`src/rtl/softint_pkg.sv`:
```
package softint_pkg;

    localparam int ADDR_W = 3;

    localparam logic [ADDR_W-1:0] A_DIRECT = 3'd0;
    localparam logic [ADDR_W-1:0] A_SET    = 3'd1;
    localparam logic [ADDR_W-1:0] A_CLR    = 3'd2;
    localparam logic [ADDR_W-1:0] A_PIL    = 3'd3;

    typedef enum logic [1:0] {
        FLT_NONE = 2'd0,
        FLT_PRIV = 2'd1,
        FLT_ILL  = 2'd2
    } fault_e;

    typedef enum logic [2:0] {
        ACT_IDLE,
        ACT_RD,
        ACT_WR_DIRECT,
        ACT_WR_SET,
        ACT_WR_CLR,
        ACT_WR_PIL,
        ACT_FLT_PRIV,
        ACT_FLT_ILL
    } act_e;

endpackage

```
`src/rtl/softint_decode.sv`:
```
module softint_decode
    import softint_pkg::*;
(
    input  logic              valid,
    input  logic              write,
    input  logic [ADDR_W-1:0] addr,
    input  logic              priv,
    output act_e              act
);

    always_comb begin
        act = ACT_IDLE;
        if (valid) begin
            if (addr > A_PIL) begin
                act = ACT_FLT_ILL;
            end else if (!priv) begin
                act = ACT_FLT_PRIV;
            end else if (!write) begin
                act = ACT_RD;
            end else begin
                unique case (addr)
                    A_DIRECT: act = ACT_WR_DIRECT;
                    A_SET:    act = ACT_WR_SET;
                    A_CLR:    act = ACT_WR_CLR;
                    A_PIL:    act = ACT_WR_PIL;
                    default:  act = ACT_FLT_ILL;
                endcase
            end
        end
    end

endmodule

```
`src/rtl/softint_level.sv`:
```
module softint_level #(
    parameter int VEC_W = 16,
    localparam int LVL_W = $clog2(VEC_W)
) (
    input  logic [VEC_W-1:0] vec,
    output logic [LVL_W-1:0] lvl
);

    // Per-bit candidates: bit i offers its index when set; bit 0 offers nothing.
    logic [LVL_W-1:0] cand [VEC_W];

    assign cand[0] = '0;

    genvar gi;
    generate
        for (gi = 1; gi < VEC_W; gi++) begin : g_cand
            assign cand[gi] = vec[gi] ? LVL_W'(gi) : cand[gi-1];
        end
    endgenerate

    assign lvl = cand[VEC_W-1];

endmodule

```
`src/rtl/softint_unit.sv`:
```
module softint_unit
    import softint_pkg::*;
#(
    parameter int VEC_W = 16,
    parameter int PIL_W = 4,
    localparam int LVL_W = $clog2(VEC_W)
) (
    input  logic              clk,
    input  logic              rst_n,
    input  logic              acc_valid,
    input  logic              acc_write,
    input  logic [ADDR_W-1:0] acc_addr,
    input  logic [VEC_W-1:0]  acc_wdata,
    input  logic              priv_mode,
    output logic [VEC_W-1:0]  rsp_rdata,
    output logic [1:0]        rsp_fault,
    output logic              irq_req,
    output logic              reeval_pulse
);

    act_e             act;
    logic [VEC_W-1:0] vec_q;
    logic [VEC_W-1:0] vec_nxt;
    logic [PIL_W-1:0] pil_q;
    logic [LVL_W-1:0] lvl_cur;
    logic [LVL_W-1:0] lvl_nxt;
    fault_e           fault_q;
    logic [VEC_W-1:0] rdata_q;
    logic             reeval_q;

    softint_decode u_decode (
        .valid (acc_valid),
        .write (acc_write),
        .addr  (acc_addr),
        .priv  (priv_mode),
        .act   (act)
    );

    softint_level #(.VEC_W(VEC_W)) u_lvl_cur (
        .vec (vec_q),
        .lvl (lvl_cur)
    );

    softint_level #(.VEC_W(VEC_W)) u_lvl_nxt (
        .vec (vec_nxt),
        .lvl (lvl_nxt)
    );

    always_comb begin
        unique case (act)
            ACT_WR_DIRECT: vec_nxt = acc_wdata;
            ACT_WR_SET:    vec_nxt = vec_q | acc_wdata;
            ACT_WR_CLR:    vec_nxt = vec_q & ~acc_wdata;
            default:       vec_nxt = vec_q;
        endcase
    end

    always_ff @(posedge clk) begin
        if (!rst_n) begin
            vec_q    <= '0;
            pil_q    <= '0;
            fault_q  <= FLT_NONE;
            rdata_q  <= '0;
            reeval_q <= 1'b0;
        end else begin
            vec_q    <= vec_nxt;
            fault_q  <= FLT_NONE;
            rdata_q  <= '0;
            reeval_q <= 1'b0;
            unique case (act)
                ACT_RD: begin
                    if (acc_addr == A_PIL) rdata_q <= {{(VEC_W-PIL_W){1'b0}}, pil_q};
                    else                   rdata_q <= vec_q;
                end
                ACT_WR_DIRECT, ACT_WR_SET, ACT_WR_CLR: begin
                    reeval_q <= (lvl_nxt > lvl_cur);
                end
                ACT_WR_PIL: begin
                    pil_q    <= acc_wdata[PIL_W-1:0];
                    reeval_q <= 1'b1;
                end
                ACT_FLT_PRIV: fault_q <= FLT_PRIV;
                ACT_FLT_ILL:  fault_q <= FLT_ILL;
                default: ;
            endcase
        end
    end

    assign rsp_rdata    = rdata_q;
    assign rsp_fault    = fault_q;
    assign reeval_pulse = reeval_q;
    assign irq_req      = ({{(PIL_W > LVL_W ? PIL_W - LVL_W : 0){1'b0}}, lvl_cur} > PIL_W'(pil_q));

    p_fault_code_r5: assert property (@(posedge clk) disable iff (!rst_n)
        rsp_fault != 2'd3);

    p_priv_nochange_r5: assert property (@(posedge clk) disable iff (!rst_n)
        (acc_valid && !priv_mode && acc_addr <= A_PIL)
        |=> (rsp_fault == 2'd1 && $stable(vec_q) && $stable(pil_q) && rsp_rdata == '0));

    p_illegal_nochange_r6: assert property (@(posedge clk) disable iff (!rst_n)
        (acc_valid && acc_addr > A_PIL)
        |=> (rsp_fault == 2'd2 && $stable(vec_q) && $stable(pil_q)));

    p_set_keeps_bits_r3: assert property (@(posedge clk) disable iff (!rst_n)
        (acc_valid && acc_write && priv_mode && acc_addr == A_SET)
        |=> ((vec_q & $past(vec_q)) == $past(vec_q)));

    p_clr_drops_bits_r4: assert property (@(posedge clk) disable iff (!rst_n)
        (acc_valid && acc_write && priv_mode && acc_addr == A_CLR)
        |=> ((vec_q & $past(acc_wdata)) == '0));

    p_pulse_after_write_r8: assert property (@(posedge clk) disable iff (!rst_n)
        reeval_pulse |-> $past(acc_valid && acc_write && priv_mode && acc_addr <= A_PIL));

endmodule

```
`config.mk`:
```
export PLATFORM = sky130hd
export DESIGN_NAME = softint_unit
export DESIGN_NICKNAME = d
export VERILOG_FILES = /design/src/rtl/softint_pkg.sv /design/src/rtl/softint_decode.sv /design/src/rtl/softint_level.sv /design/src/rtl/softint_unit.sv
export SDC_FILE = /design/constraint.sdc
export NUM_CORES = 1
export LEC_CHECK = 0
export BUFFER_PORTS_ARGS = -buffer_cell sky130_fd_sc_hd__buf_4
export CAP_MARGIN = 20
export CORE_UTILIZATION = 51
export DETAILED_ROUTE_END_ITERATION = 7
export PLACE_DENSITY = 0.82
export SYNTH_ARGS = -nofsm -noshare
export SYNTH_HDL_FRONTEND = slang
export SYNTH_SLANG_ARGS = --single-unit
```
`constraint.sdc`:
```
create_clock -name clk -period 7.5 [get_ports clk]
set_clock_uncertainty 0.1 [all_clocks]
set_input_delay 1.125 -clock clk [delete_from_list [all_inputs] [get_ports clk]]
set_output_delay 1.125 -clock clk [all_outputs]
set_load 0.01 [all_outputs]
```
==> results.py <==
metrics = {
    "place": {
        "io_buffers": 43,
        "gp_congestion": 0.8626,
        "dp_slack_ns": 3.389,
        "placed_cell_area_sq_um": 2352,
        "dpl.hpwl_mm": 3.584,
        "place_inst": 316,
    },
    "sta": {
        "finalCritPeriodShare_pct": 50.99,
        "setup_viol": 0,
        "slew_violations": 0,
        "fin_ws_ns": 3.676,
        "holdWs_ns": 0.3735,
        "worst_pin_slew_ns": 0.5799,
        "hold_viol": 0,
        "min_period_ns": 3.824,
        "max_slew_margin_pct": 61.20,
        "rsz0062_at_grt": "false",
        "timing.fmax_mhz": 261.5,
        "fin_tns_setup_ns": 0,
    },
    "detailed_routing": {
        "drc": 0,
        "routed-wl-met3_um": 354,
        "met1_length_mm": 2.096,
        "routed_via_density": 5.914,
        "antenna_left": 0,
        "drt_iter0_drc": 98,
        "post_drt_wl_per_cell_um": 14.55,
        "top_layer": "met4",
        "num_vias": 1916,
        "drt_first_pass_iters": 4,
        "routed_wirelength_mm": 4.715,
        "met2RoutedLength_mm": 2.180,
    },
    "critical_path": {
        "r2r_setup_slack_ns": 4.92,
        "critical_path.startpoint": "acc_addr[2]",
        "path_class": "in2reg",
        "end_kind": "register",
        "worstPathMaxFanout": 16,
        "arrival_ns": 3.93,
        "r2r-end": "reeval_pulse",
        "worst_ep_required_time_ns": 7.60,
        "crit_end": "reeval_pulse",
        "start_kind": "primary input",
        "rr_startpoint": "vec_q[2]",
        "ff2ff_path_depth": 14,
    },
    "synthesis": {
        "synth_cell_types": 55,
        "synth_area_sq_um": 2042,
        "seq_area_frac_synth_pct": 38.24,
        "avgSynthCellArea_sq_um": 8.689,
        "syn_nets": 267,
        "yosysWarnings": 0,
        "async_reset_ff_share_pct": 0,
        "synth_enable_flop_cells": 0,
        "syn_inst": 235,
        "synth_flop_cell": "dfxtp_1",
        "ys_seq_elements": 39,
    },
    "layout": {
        "syn_to_final_growth_pct": 20.96,
        "fin_cells": 324,
        "final_nets": 307,
        "num_antenna_cells": 0,
        "final_layout_size_suffix_gt1_share_pct": 23.19,
        "final_cell_mix": "buf_4 (43), dfxtp_1 (39), a21oi_1 (22)",
        "fillers": 340,
        "final_common_cell": "buf_4",
        "post-route-util_pct": 65.98,
        "stdcell_area_sq_um": 2470,
    },
    "grt": {
        "grt_usage_pct": 24.07,
        "overflow": 0,
        "grt_max_degree": 18,
        "grt_pass1_vias": 1693,
        "grt_antenna_before_repair": 0,
        "grt_pass1_wl_mm": 7.859,
    },
    "floorplanning": {
        "ios": 44,
        "core_area_sq_um": 3744,
        "num_rows": 22,
        "die_w_um": 65.28,
        "start_util_pct": 54.55,
        "die-area_sq_um": 4261,
        "die_h_um": 65.28,
    },
    "power": {
        "p_clk_share_pct": 39.8,
        "p_switching_mw": 0.1109,
        "intPower_mw": 0.3466,
        "ir_worst_vdd_v": 0.0001066,
        "combPwrFrac_pct": 14.2,
        "p_seq_share_pct": 46.0,
        "p_per_area_nw_per_um2": 185.2,
        "leakage_nw": 1.017,
        "switching_share_pct": 24.24,
        "power_mw": 0.4574,
    },
    "clock_tree": {
        "cts_tree": "built",
        "clockBufferDepth": 2,
        "clock_latency_ns": 0.29,
        "post-cts-setup-buffers": 0,
        "cts_root_buffer": "clkbuf_8",
        "clkSinkCount": 39,
        "cts_buffers": 5,
        "htree_levels": 2,
        "hold_buffers": 0,
        "clk_pin_slew_worst_paths_ns": 0.07,
        "ctsResizeCount": 0,
    },
    "hold_path": {
        "hold_class": "reg2reg",
    },
    "run": {
        "maxCapViolCount": 0,
    },
    "status": {
        "status": "complete, no violations",
    },
}
-- synthesized netlist by cell type (all sizes together) (5+ instances only) --
library cell / number / area (sq um)
dfxtp: 39 / 780.8
inv: 14 / 52.55
nor2b: 8 / 50.05
nor2: 18 / 72.57
a21oi: 22 / 110.1
ha: 8 / 100.1
nand2: 17 / 63.81
o31ai: 8 / 92.59
nor3: 10 / 50.05
a22o: 5 / 43.79
nand3: 5 / 25.02
o21ai: 16 / 83.83
and2: 14 / 88.84
buf: 7 / 61.30
-- area by class of cell --
cell class / instances / area [sq um] / share of cell area [%]
Multi-Input combinational cell: 171 / 1132 / 45.85
Tap cell: 48 / 60.06 / 2.432
Clock inverter: 2 / 35.03 / 1.418
Timing Repair Buffer: 43 / 322.8 / 13.07
Sequential cell: 39 / 780.7 / 31.61
Clock buffer: 6 / 82.58 / 3.343
Inverter: 15 / 56.30 / 2.280
-- worst min path at each step --
stage	from	endpoint	slack [ns]	cells past startpoint
final	pil_q[2]	rsp_rdata[2]	0.37	2
after global routing	pil_q[2]	rsp_rdata[2]	0.41	2
after CTS	pil_q[2]	rsp_rdata[2]	0.37	2
after detailed placement	pil_q[2]	rsp_rdata[2]	0.36	2
after global placement	pil_q[1]	rsp_rdata[1]	0.36	2
after floorplan	pil_q[1]	rsp_rdata[1]	0.34	2
-- registers in the layout, indices dropped and copies added (netlist names) --
signal and count:
pil_q 4, reeval_pulse 1, rsp_fault 2, rsp_rdata 16, vec_q 16
-- routing by layer --
layer | up-vias | global-route usage, %
met5 | - | 0
met4 | 0 | 8.152
met3 | 10 | 3.646
met2 | 83 | 38.27
met1 | 889 | 33.08
li1 | 934 | -
-- logic make-up after synthesis --
group                      Yosys count  share of synthesized area, %
buffers and inverters               25                         6.311
adders and majority gates            8                         4.902
AOI/OAI and AO/OA                   74                         26.72
and+or+nand+nor                     88                         23.41
DFF                                 39                         38.24
xor gates and xnor gates             1                        0.4290
-- power groups by stage --
stage	registers [mW]	clock network (mW)	logic, mW
3_5_place_dp	0.215	0	0.0645
6_report	0.211	0.182	0.0648
3_3_place_gp	0.215	0	0.0621
5_1_grt	0.211	0.194	0.0735
2_1_floorplan	0.215	0	0.0415
4_1_cts	0.210	0.184	0.0648
-- worst max-delay path: stages --
cell and delay, ns:
buf_4 0.14, nand4b_4 0.33, nor2_2 0.47, a21oi_1 0.19, a41oi_1 0.24, o31ai_1 0.09, a211o_1 0.30, ha_1 0.29
nor2b_1 0.11, o21ai_0 0.08, nand2b_1 0.07, a21oi_1 0.06, a41o_1 0.20, a211oi_1 0.20
No activity file was read; power rests on OpenSTA's default activity.
